**src/rtl/pcd_pkg.sv**
```systemverilog
// Package: shared constants and helpers for the paged chip-select decoder.
// Assumes a 16-bit address bus and byte-wide control registers.
package pcd_pkg;
    localparam int ADDR_W = 16;
    localparam int DATA_W = 8;

    // Space-control bit positions; neighbouring software depends on them.
    localparam int SPC_SRAM_PROG = 0;
    localparam int SPC_SEC_PROG  = 1;
    localparam int SPC_MAIN_PROG = 2;
    localparam int SPC_SEC_DATA  = 3;
    localparam int SPC_MAIN_DATA = 4;
    localparam int SPC_PIO_EN    = 7;

    // Gating bits taken from the space-control register.
    typedef struct packed {
        logic sram_prog;
        logic sec_prog;
        logic main_prog;
        logic sec_data;
        logic main_data;
    } space_gate_t;

    // Inclusive address window test.
    function automatic logic in_window(input logic [ADDR_W-1:0] a,
                                       input logic [ADDR_W-1:0] lo,
                                       input logic [ADDR_W-1:0] hi);
        return (a >= lo) && (a <= hi);
    endfunction
endpackage

```
**src/rtl/pcd_ctrl_regs.sv**
```systemverilog
// Module: space-control and page registers, written as whole bytes.
// Assumes wr_hit already folds in the write strobe, power-down and the
// control-window match; off is the address offset inside that window.
module pcd_ctrl_regs
    import pcd_pkg::*;
#(
    parameter int                OFF_W     = 8,
    parameter logic [OFF_W-1:0]  SPACE_OFF = '0,
    parameter logic [OFF_W-1:0]  PAGE_OFF  = OFF_W'(1),
    parameter logic [DATA_W-1:0] SPACE_RST = 8'h0C,
    parameter logic [DATA_W-1:0] PAGE_RST  = 8'h00
) (
    input  logic              clk,
    input  logic              rst_n,
    input  logic              wr_hit,
    input  logic [OFF_W-1:0]  off,
    input  logic [DATA_W-1:0] wdata,
    output logic [DATA_W-1:0] space_q,
    output logic [DATA_W-1:0] page_q
);
    logic space_we;
    logic page_we;

    // Purpose: pick which register a control-window write targets.
    always_comb begin
        space_we = wr_hit && (off == SPACE_OFF);
        page_we  = wr_hit && (off == PAGE_OFF);
    end

    // Purpose: hold the space-control byte.
    always_ff @(posedge clk) begin
        if (!rst_n)        space_q <= SPACE_RST;
        else if (space_we) space_q <= wdata;
    end

    // Purpose: hold the page byte.
    always_ff @(posedge clk) begin
        if (!rst_n)       page_q <= PAGE_RST;
        else if (page_we) page_q <= wdata;
    end
endmodule

```
**src/rtl/pcd_region_match.sv**
```systemverilog
// Module: raw address-window matches for every region, before priority.
// Assumes live is low during power-down; main sectors share one window and
// are told apart by the low page bits, secondary sectors split their
// window into equal slices.
module pcd_region_match
    import pcd_pkg::*;
#(
    parameter int                MAIN_N    = 8,
    parameter int                SEC_N     = 4,
    parameter int                PAGE_BITS = 3,
    parameter logic [ADDR_W-1:0] MAIN_LO   = 16'h8000,
    parameter logic [ADDR_W-1:0] MAIN_HI   = 16'hFFFF,
    parameter logic [ADDR_W-1:0] SEC_LO    = 16'h0000,
    parameter logic [ADDR_W-1:0] SEC_HI    = 16'h7FFF,
    parameter logic [ADDR_W-1:0] SRAM_LO   = 16'h0000,
    parameter logic [ADDR_W-1:0] SRAM_HI   = 16'h1FFF,
    parameter logic [ADDR_W-1:0] CTL_LO    = 16'h7F00,
    parameter logic [ADDR_W-1:0] CTL_HI    = 16'h7FFF,
    parameter logic [ADDR_W-1:0] PIO_LO    = 16'h7E00,
    parameter logic [ADDR_W-1:0] PIO_HI    = 16'h7EFF
) (
    input  logic [ADDR_W-1:0]    addr,
    input  logic [PAGE_BITS-1:0] page_lo,
    input  logic                 live,
    input  logic                 pio_en,
    input  logic                 fetch,
    output logic [MAIN_N-1:0]    main_hit,
    output logic [SEC_N-1:0]     sec_hit,
    output logic                 sram_hit,
    output logic                 ctl_hit,
    output logic                 pio_hit
);
    localparam int SEC_SPAN = (int'(SEC_HI) - int'(SEC_LO) + 1) / SEC_N;

    logic in_main;

    // Purpose: single-window regions and the shared main window.
    always_comb begin
        in_main  = live && in_window(addr, MAIN_LO, MAIN_HI);
        sram_hit = live && in_window(addr, SRAM_LO, SRAM_HI);
        ctl_hit  = live && in_window(addr, CTL_LO, CTL_HI);
        pio_hit  = live && pio_en && !fetch && in_window(addr, PIO_LO, PIO_HI);
    end

    // One comparator per banked main sector.
    for (genvar k = 0; k < MAIN_N; k++) begin : g_main
        assign main_hit[k] = in_main && (page_lo == PAGE_BITS'(k));
    end

    // One window per common-area sector.
    for (genvar j = 0; j < SEC_N; j++) begin : g_sec
        localparam int LO = int'(SEC_LO) + j * SEC_SPAN;
        localparam int HI = LO + SEC_SPAN - 1;
        assign sec_hit[j] = live && in_window(addr, ADDR_W'(LO), ADDR_W'(HI));
    end
endmodule

```
**src/rtl/pcd_resolve.sv**
```systemverilog
// Module: fixed-priority resolution and output-enable gating.
// Priority order: SRAM, then control/peripheral windows (disjoint), then
// secondary flash, then main flash. Output enables need the chip select
// and a strobe the space-control gates allow.
module pcd_resolve
    import pcd_pkg::*;
#(
    parameter int MAIN_N = 8,
    parameter int SEC_N  = 4
) (
    input  logic [MAIN_N-1:0] main_hit,
    input  logic [SEC_N-1:0]  sec_hit,
    input  logic              sram_hit,
    input  logic              ctl_hit,
    input  logic              pio_hit,
    input  space_gate_t       gate,
    input  logic              rd,
    input  logic              fetch,
    output logic [MAIN_N-1:0] main_cs,
    output logic [MAIN_N-1:0] main_oe,
    output logic [SEC_N-1:0]  sec_cs,
    output logic [SEC_N-1:0]  sec_oe,
    output logic              sram_cs,
    output logic              sram_oe,
    output logic              ctl_cs,
    output logic              pio_cs
);
    logic block_mid;
    logic block_sec;
    logic block_main;
    logic main_strobe;
    logic sec_strobe;

    // Purpose: build blocking terms from higher-priority claims.
    always_comb begin
        block_mid  = sram_hit;
        block_sec  = sram_hit || ctl_hit || pio_hit;
        block_main = block_sec || (|sec_hit);
    end

    // Purpose: strobe permission per memory family.
    always_comb begin
        main_strobe = (fetch && gate.main_prog) || (rd && gate.main_data);
        sec_strobe  = (fetch && gate.sec_prog)  || (rd && gate.sec_data);
    end

    // Purpose: single-target selects and SRAM enable.
    always_comb begin
        sram_cs = sram_hit;
        ctl_cs  = ctl_hit && !block_mid;
        pio_cs  = pio_hit && !block_mid;
        sram_oe = sram_cs && (rd || (fetch && gate.sram_prog));
    end

    for (genvar j = 0; j < SEC_N; j++) begin : g_sec
        assign sec_cs[j] = sec_hit[j] && !block_sec;
        assign sec_oe[j] = sec_cs[j] && sec_strobe;
    end

    for (genvar k = 0; k < MAIN_N; k++) begin : g_main
        assign main_cs[k] = main_hit[k] && !block_main;
        assign main_oe[k] = main_cs[k] && main_strobe;
    end
endmodule

```
**src/rtl/paged_cs_decoder.sv**
```systemverilog
// Module: top of the paged chip-select decoder.
// Assumes the control window is aligned to its own size, so the low
// address bits form the register offset. All outputs are combinational
// from the bus inputs and the two registers; registers change on clk.
module paged_cs_decoder
    import pcd_pkg::*;
#(
    parameter int                MAIN_N    = 8,
    parameter int                SEC_N     = 4,
    parameter int                PAGE_BITS = 3,
    parameter logic [ADDR_W-1:0] MAIN_LO   = 16'h8000,
    parameter logic [ADDR_W-1:0] MAIN_HI   = 16'hFFFF,
    parameter logic [ADDR_W-1:0] SEC_LO    = 16'h0000,
    parameter logic [ADDR_W-1:0] SEC_HI    = 16'h7FFF,
    parameter logic [ADDR_W-1:0] SRAM_LO   = 16'h0000,
    parameter logic [ADDR_W-1:0] SRAM_HI   = 16'h1FFF,
    parameter logic [ADDR_W-1:0] CTL_LO    = 16'h7F00,
    parameter logic [ADDR_W-1:0] CTL_HI    = 16'h7FFF,
    parameter logic [ADDR_W-1:0] PIO_LO    = 16'h7E00,
    parameter logic [ADDR_W-1:0] PIO_HI    = 16'h7EFF,
    parameter logic [DATA_W-1:0] SPACE_RST = 8'h0C,
    parameter logic [DATA_W-1:0] PAGE_RST  = 8'h00
) (
    input  logic              clk,
    input  logic              rst_n,
    input  logic [15:0]       addr,
    input  logic              rd_n,
    input  logic              psen_n,
    input  logic              wr_n,
    input  logic [7:0]        wdata,
    input  logic              pdn,
    output logic [MAIN_N-1:0] main_cs,
    output logic [MAIN_N-1:0] main_oe,
    output logic [SEC_N-1:0]  sec_cs,
    output logic [SEC_N-1:0]  sec_oe,
    output logic              sram_cs,
    output logic              sram_oe,
    output logic              ctl_cs,
    output logic              pio_cs
);
    localparam int CTL_SPAN = int'(CTL_HI) - int'(CTL_LO) + 1;
    localparam int OFF_W    = $clog2(CTL_SPAN);

    logic              live;
    logic              rd;
    logic              fetch;
    logic              wr_hit;
    logic [DATA_W-1:0] space_q;
    logic [DATA_W-1:0] page_q;
    space_gate_t       gate;
    logic [MAIN_N-1:0] main_hit;
    logic [SEC_N-1:0]  sec_hit;
    logic              sram_hit;
    logic              ctl_hit;
    logic              pio_hit;
    logic              unused_bits;

    // Purpose: internal active-high strobes and the register write enable.
    always_comb begin
        live   = !pdn;
        rd     = !rd_n;
        fetch  = !psen_n;
        wr_hit = live && !wr_n && in_window(addr, CTL_LO, CTL_HI);
    end

    // Purpose: unpack the space-control gating bits.
    always_comb begin
        gate.sram_prog = space_q[SPC_SRAM_PROG];
        gate.sec_prog  = space_q[SPC_SEC_PROG];
        gate.main_prog = space_q[SPC_MAIN_PROG];
        gate.sec_data  = space_q[SPC_SEC_DATA];
        gate.main_data = space_q[SPC_MAIN_DATA];
    end

    // Upper page bits are logic inputs for other decode terms, unused here.
    assign unused_bits = ^{page_q[DATA_W-1:PAGE_BITS], space_q[6:5]};

    pcd_ctrl_regs #(
        .OFF_W     (OFF_W),
        .SPACE_OFF (OFF_W'(0)),
        .PAGE_OFF  (OFF_W'(1)),
        .SPACE_RST (SPACE_RST),
        .PAGE_RST  (PAGE_RST)
    ) regs_i (
        .clk     (clk),
        .rst_n   (rst_n),
        .wr_hit  (wr_hit),
        .off     (addr[OFF_W-1:0]),
        .wdata   (wdata),
        .space_q (space_q),
        .page_q  (page_q)
    );

    pcd_region_match #(
        .MAIN_N    (MAIN_N),
        .SEC_N     (SEC_N),
        .PAGE_BITS (PAGE_BITS),
        .MAIN_LO   (MAIN_LO),
        .MAIN_HI   (MAIN_HI),
        .SEC_LO    (SEC_LO),
        .SEC_HI    (SEC_HI),
        .SRAM_LO   (SRAM_LO),
        .SRAM_HI   (SRAM_HI),
        .CTL_LO    (CTL_LO),
        .CTL_HI    (CTL_HI),
        .PIO_LO    (PIO_LO),
        .PIO_HI    (PIO_HI)
    ) match_i (
        .addr     (addr),
        .page_lo  (page_q[PAGE_BITS-1:0]),
        .live     (live),
        .pio_en   (space_q[SPC_PIO_EN]),
        .fetch    (fetch),
        .main_hit (main_hit),
        .sec_hit  (sec_hit),
        .sram_hit (sram_hit),
        .ctl_hit  (ctl_hit),
        .pio_hit  (pio_hit)
    );

    pcd_resolve #(
        .MAIN_N (MAIN_N),
        .SEC_N  (SEC_N)
    ) resolve_i (
        .main_hit (main_hit),
        .sec_hit  (sec_hit),
        .sram_hit (sram_hit),
        .ctl_hit  (ctl_hit),
        .pio_hit  (pio_hit),
        .gate     (gate),
        .rd       (rd),
        .fetch    (fetch),
        .main_cs  (main_cs),
        .main_oe  (main_oe),
        .sec_cs   (sec_cs),
        .sec_oe   (sec_oe),
        .sram_cs  (sram_cs),
        .sram_oe  (sram_oe),
        .ctl_cs   (ctl_cs),
        .pio_cs   (pio_cs)
    );
endmodule

```
**config.mk**
```make
export PLATFORM = sky130hd
export DESIGN_NAME = paged_cs_decoder
export DESIGN_NICKNAME = d
export VERILOG_FILES = /design/src/rtl/pcd_pkg.sv /design/src/rtl/pcd_ctrl_regs.sv /design/src/rtl/pcd_region_match.sv /design/src/rtl/pcd_resolve.sv /design/src/rtl/paged_cs_decoder.sv
export SDC_FILE = /design/constraint.sdc
export NUM_CORES = 1
export LEC_CHECK = 0
export BUFFER_PORTS_ARGS = -buffer_cell sky130_fd_sc_hd__buf_2
export CORE_UTILIZATION = 30
export CTS_CLUSTER_SIZE = 25
export DETAILED_ROUTE_END_ITERATION = 6
export PLACE_DENSITY_LB_ADDON = 0.1
export SYNTH_ARGS = -nofsm -noshare
export SYNTH_HDL_FRONTEND = slang
export SYNTH_HIERARCHICAL = 1
export SYNTH_SLANG_ARGS = --single-unit
```
**constraint.sdc**
```tcl
create_clock -name clk -period 2.1 [get_ports clk]
set_input_delay 0.105 -clock clk [delete_from_list [all_inputs] [get_ports clk]]
set_output_delay 0.105 -clock clk [all_outputs]
set_load 0.01 [all_outputs]
```
==> results of run 1 <==
## area by class of cell
cell class | instances | area [um2]
fillers | 322 | 1760
multi-input cells | 92 | 721
flip-flops and latches | 9 | 180
inverters | 4 | 15.0
repair buffers | 57 | 290
clock inverters | 1 | 5.00
clock buffers | 3 | 22.5
well taps | 44 | 55.1
## layout by cell type (no fill, tap or decap), drive strengths merged, types with 3 or more instances in the layout
master,n
and4bb,4
nor2,6
and3,8
and2,4
nor3,7
inv,4
nor4,4
nor4b,10
nand3,3
nor3b,4
nand2,13
nor2b,3
buf,57
clkbuf,3
mux2i,7
dfxtp,9
## through the flow
step / total power, mW / worst slack, ps / std cells
6_report: 0.404 / 165 / 210
5_1_grt: 0.426 / 28.9 / 210
4_1_cts: 0.410 / 150 / 210
3_5_place_dp: 0.273 / 126 / 206
3_3_place_gp: 0.272 / 147 / 206
2_1_floorplan: 0.228 / 424 / 114
## how the worst min path moves through the flow
stage	startpoint	endpoint	slack (ps)
after CTS	wdata[4]	regs_i/space_q[4]	80
final	wdata[4]	regs_i/space_q[4]	90
after floorplan	wdata[7]	regs_i/space_q[7]	250
after global placement	wdata[7]	regs_i/space_q[7]	360
after detailed placement	wdata[4]	regs_i/space_q[4]	370
after global routing	wdata[4]	regs_i/space_q[4]	90
## sequential cells by signal (all words and copies together) (netlist names)
register	cells
regs_i/page_q	3
regs_i/space_q	6
## power groups by stage
stage / logic, mW / registers, mW / clock network (mW)
global route: 0.109 / 0.170 / 0.147
CTS: 0.0993 / 0.171 / 0.140
floorplan: 0.0538 / 0.174 / 0
detailed placement: 0.0990 / 0.174 / 0
finish: 0.0992 / 0.171 / 0.134
global placement: 0.0976 / 0.174 / 0
## what timing repair did
action	in CTS	in global routing
setup buffers	0	0
endpoints found under the setup margin	0	7
gates resized for setup	0	1
## routing by layer
metal / vias up / routed length, um / track usage (%)
met2: 32 / 1200 / 25.1
met4: 0 / 0 / 5.10
met3: 0 / 107 / 1.98
li1: 530 / - / -
met5: - / 0 / 0
met1: 488 / 1180 / 19.2
## worst reg2reg max path, cell delays in order, from the launching register on
cell and delay (ps):
dfxtp_1 420, nand2_1 70, mux2i_1 120
==> impl_results.md, run 1 <==
* Share of layout cells above drive strength 1 at 48.2%
* Sw power at 122 uW
* Die W at 58.5 um
* Hold path cells at 3
* Flop-to-flop setup slack at 1430 ps
* R2r endpoint: regs_i/page_q[1]
* CP startpoint kind: flip-flop
* Diodes inserted at 0
* Worst hold slack at 89.2 ps
* RSZ-0062 raised after global routing: no
* Hold WC Path Type: input pin to flip-flop
* Post-DP HPWL at 2050 um
* Vias in the first global route at 875
* Total internal power at 282 uW
* CTS Root Cell: clkbuf_4
* # hold bufs at CTS at 0
* Maxcap violations at 0
* Outcome: finished clean
* CP bufs+invs at 1
* CP delay by family, top: simple AND/OR/NAND/NOR gates
* Total stage count of the critical path at 5
* Reg-to-Reg Start: regs_i/page_q[1]
* Fin crit period at 1930 ps
* Power share of the combinational group at 24.5%
* Sequential share of power at 42.2%
* First-pass GRT wire length at 3950 um
* CP endpoint kind: primary output
* Kind of critical path: flip-flop to primary output
* P_leak at 0.626 nW
* Maximum level of the CTS H-tree at 1
* I/O Buffers at 55
* CP Cell Sequence: nand4bb_1 -> nor3_1 -> or3_1 -> nor4b_2 -> buf_2
* Total GRT Usage at 14.8%
* Sw Ratio at 30.2%
* TritonCTS clock tree: done
* P per Cell Area at 314 nW/um2
* Worst setup endpoint: main_oe[7]
* Drt drc at 0
* Required @ worst endpoint at 2000 ps
* Die area at 3420 um2
* Via count at 1,050
* Worst slew pin tran at 621 ps
* Drt via density at 5.00
* Gate Count Post-Synth at 114
* Routability Congestion at 0.724
* Core ar. at 3050 um2
* CTS Sinks at 9
* Wire per inst at 11.8 um
* Tcrit/Tclk final at 92.1%
* Setup violators final at 0
* Layout Skew at 0 ps
* Drt first pass iters at 4
* Row count at 20
* Worst VDD drop at 228 uV
* Initial antenna violation count at 0
* CP peak stage delay at 560 ps
* Drt total wl at 2490 um
* Starting Density at 31.4%
* Gr ovfl total at 0
* Fmax at 0.517 GHz
* Final hold violation count at 0
* Clock Latency Late Sink at 260 ps
* Die height at 58.5 um
* Synth warn at 6
* Area delta synth->final at 34.5%
* DRT iter0 DRCs at 49
* Reg2reg path depth at 2
* TritonCTS Buffers at 3
* Critical path peak fanout at 12
* Setup crit start: regs_i/space_q[7]
* Final instance area at 1290 um2
* Final net count at 197
* Synth Net Count at 144
* Mean Syn Cell Area at 8.41 um2
* Max Slew Vio Count at 0
* Worst Path Arrival at 1830 ps
* I/O Pins at 58
* Slew headroom at 58.6%
* Post-synthesis cell area at 958 um2
* CTS max path bufs at 2
* Largest net degree at the start of global routing at 15
* Dpl cell area at 1260 um2
* Final core utilization at 42.2%
* Clock-pin slew on the worst setup and hold paths at 60 ps
* Total negative slack at 0 ps
* CP max stage cell: or3_1
* Final antenna-violating net count at 0
* Clock network power share at 33.2%
(Power assumes the default switching activity.)
==> run 2, diff against run 1 <==
--- a/config.mk
+++ b/config.mk
@@ -11,4 +11,5 @@
 export DETAILED_ROUTE_END_ITERATION = 6
 export PLACE_DENSITY_LB_ADDON = 0.1
+export SKIP_CTS_REPAIR_TIMING = 1
 export SYNTH_ARGS = -nofsm -noshare
 export SYNTH_HDL_FRONTEND = slang
==> constraint.sdc (replaced) <==
create_clock -name clk -period 2.1 [get_ports clk]
set_input_delay 0.525 -clock clk [delete_from_list [all_inputs] [get_ports clk]]
set_output_delay 0.525 -clock clk [all_outputs]
set_load 0.01 [all_outputs]
==> run 2 against run 1 <==
- the flow now finishes with violations (setup timing)
- largest power group unchanged
- fmax is 24% lower
- wire length is 9.3% higher
- via count is 4.1% higher
- final area is 25% higher
- critical endpoint is now main_oe[6]
==> impl_results.md, run 2 (same netlist as run 1, synthesis figures left out) <==
* Drt first pass iters at 4
* CP endpoint kind: primary output
* Final net count at 214
* Wire per inst at 12.0 um
* Layout Skew at 0 ps
* Total GRT Usage at 15.3%
* Biggest regs: regs_i/space_q (6), regs_i/page_q (3)
* Clock Latency Late Sink at 260 ps
* Initial antenna violation count at 0
* Critical path peak fanout at 8
* Slew headroom at 32.4%
* Gr ovfl total at 0
* Row count at 20
* Vias in the first global route at 951
* Largest register FFs at 6
* Clock-pin slew on the worst setup and hold paths at 60 ps
* TritonCTS clock tree: done
* Commonest non-fill, non-tap cell in the layout: buf_2
* CTS max path bufs at 2
* Drt drc at 0
* Placed Cells at 222
* Worst VDD drop at 268 uV
* Final worst setup slack at -456 ps
* First-pass GRT wire length at 4170 um
* Required @ worst endpoint at 1570 ps
* Setup violators final at 26
* RSZ-0062 raised after global routing: yes
* Final antenna-violating net count at 0
* Starting Density at 31.4%
* Failing checks: setup timing
* P_leak at 0.735 nW
* Largest net degree at the start of global routing at 15
* Max Slew Vio Count at 0
* P per Cell Area at 283 nW/um2
* Fmax at 0.391 GHz
* Tcrit/Tclk final at 122%
* Diodes inserted at 0
* Hold WC Path Type: flip-flop to flip-flop
* Final hold violation count at 0
* Worst slew pin tran at 1010 ps
* Drt total wl at 2720 um
* Share of layout cells above drive strength 1 at 57.9%
* Routability Congestion at 0.801
* Maxcap violations at 0
* Via count at 1,093
* TritonCTS Buffers at 3
* Post-Place Worst Slack at -602 ps
* CTS Sinks at 9
* Fin crit period at 2560 ps
* Die W at 58.5 um
* Finished Layout Cells at 227
* Outcome: finished with violations
* Die height at 58.5 um
* Kind of critical path: input pin to primary output
* Maximum level of the CTS H-tree at 1
* Commonest non-fill, non-tap cells in the layout: buf_2, buf_4, nand2_1
* Drt via density at 4.81
* I/O Pins at 58
* Worst Path Arrival at 2030 ps
* DRT iter0 DRCs at 43
* Post-DP HPWL at 2200 um
* CTS Root Cell: clkbuf_4
* Biggest register: regs_i/space_q
* Area delta synth->final at 67.8%
* Die area at 3420 um2
* Core ar. at 3050 um2
* I/O Buffers at 55
* CP startpoint kind: input pin
==> run 2: final timing paths <==
| path | from | endpoint | slack (ps) | cells after the start |
|---|---|---|---|---|
| worst max register to register | regs_i/space_q[3] | regs_i/space_q[3] | 1440 | 2 |
| worst min-delay path | regs_i/space_q[0] | regs_i/space_q[0] | 460 | 2 |
| worst min register to register | regs_i/space_q[0] | regs_i/space_q[0] | 460 | 2 |
| worst max-delay path | pdn | main_oe[6] | -460 | 6 |
==> run 2: worst max-delay path: stages <==
cell and delay, ps:
buf_8 80, clkinvlp_4 90, and4bb_2 240, or4_4 670
nor4b_4 250, buf_2 170
==> run 2: final cells by class <==
class | count | area, um2
Multi-Input combinational cell | 92 | 862
Tap cell | 44 | 55.1
Sequential cell | 9 | 180
Clock buffer | 4 | 26.3
Inverter | 4 | 18.8
Timing Repair Buffer | 74 | 465
Fill cell | 337 | 1450
==> run 2: through the flow <==
step / power, mW / hold slack (ps) / util (%) / setup TNS [ps] / area, um2
final: 0.455 / 463 / 52.7 / -8830 / 1610
after global routing: 0.484 / 480 / 52.7 / -11480 / 1610
after CTS: 0.454 / 464 / 51.2 / -12980 / 1560
after detailed placement: 0.319 / 450 / 50.4 / -14690 / 1540
after global placement: 0.315 / 447 / 50.4 / -13520 / 1540
after floorplan: 0.254 / 435 / - / -2170 / 1120
==> run 2: report_power, final <==
| group | total, mW | switching, mW | internal [mW] |
|---|---|---|---|
| Sequential | 0.171 | 0.000000552 | 0.171 |
| Clock | 0.134 | 0.0608 | 0.0733 |
| Combinational | 0.150 | 0.0791 | 0.0713 |
| Total | 0.455 | 0.140 | 0.315 |
==> run 2: routing by layer <==
| layer | GRT usage, % | vias to the layer above | wire length, um |
|---|---|---|---|
| li1 | - | 567 | - |
| met1 | 21.0 | 498 | 1260 |
| met2 | 26.3 | 28 | 1350 |
| met3 | 1.54 | 0 | 103 |
| met4 | 3.06 | 0 | 0 |
| met5 | 0 | - | 0 |
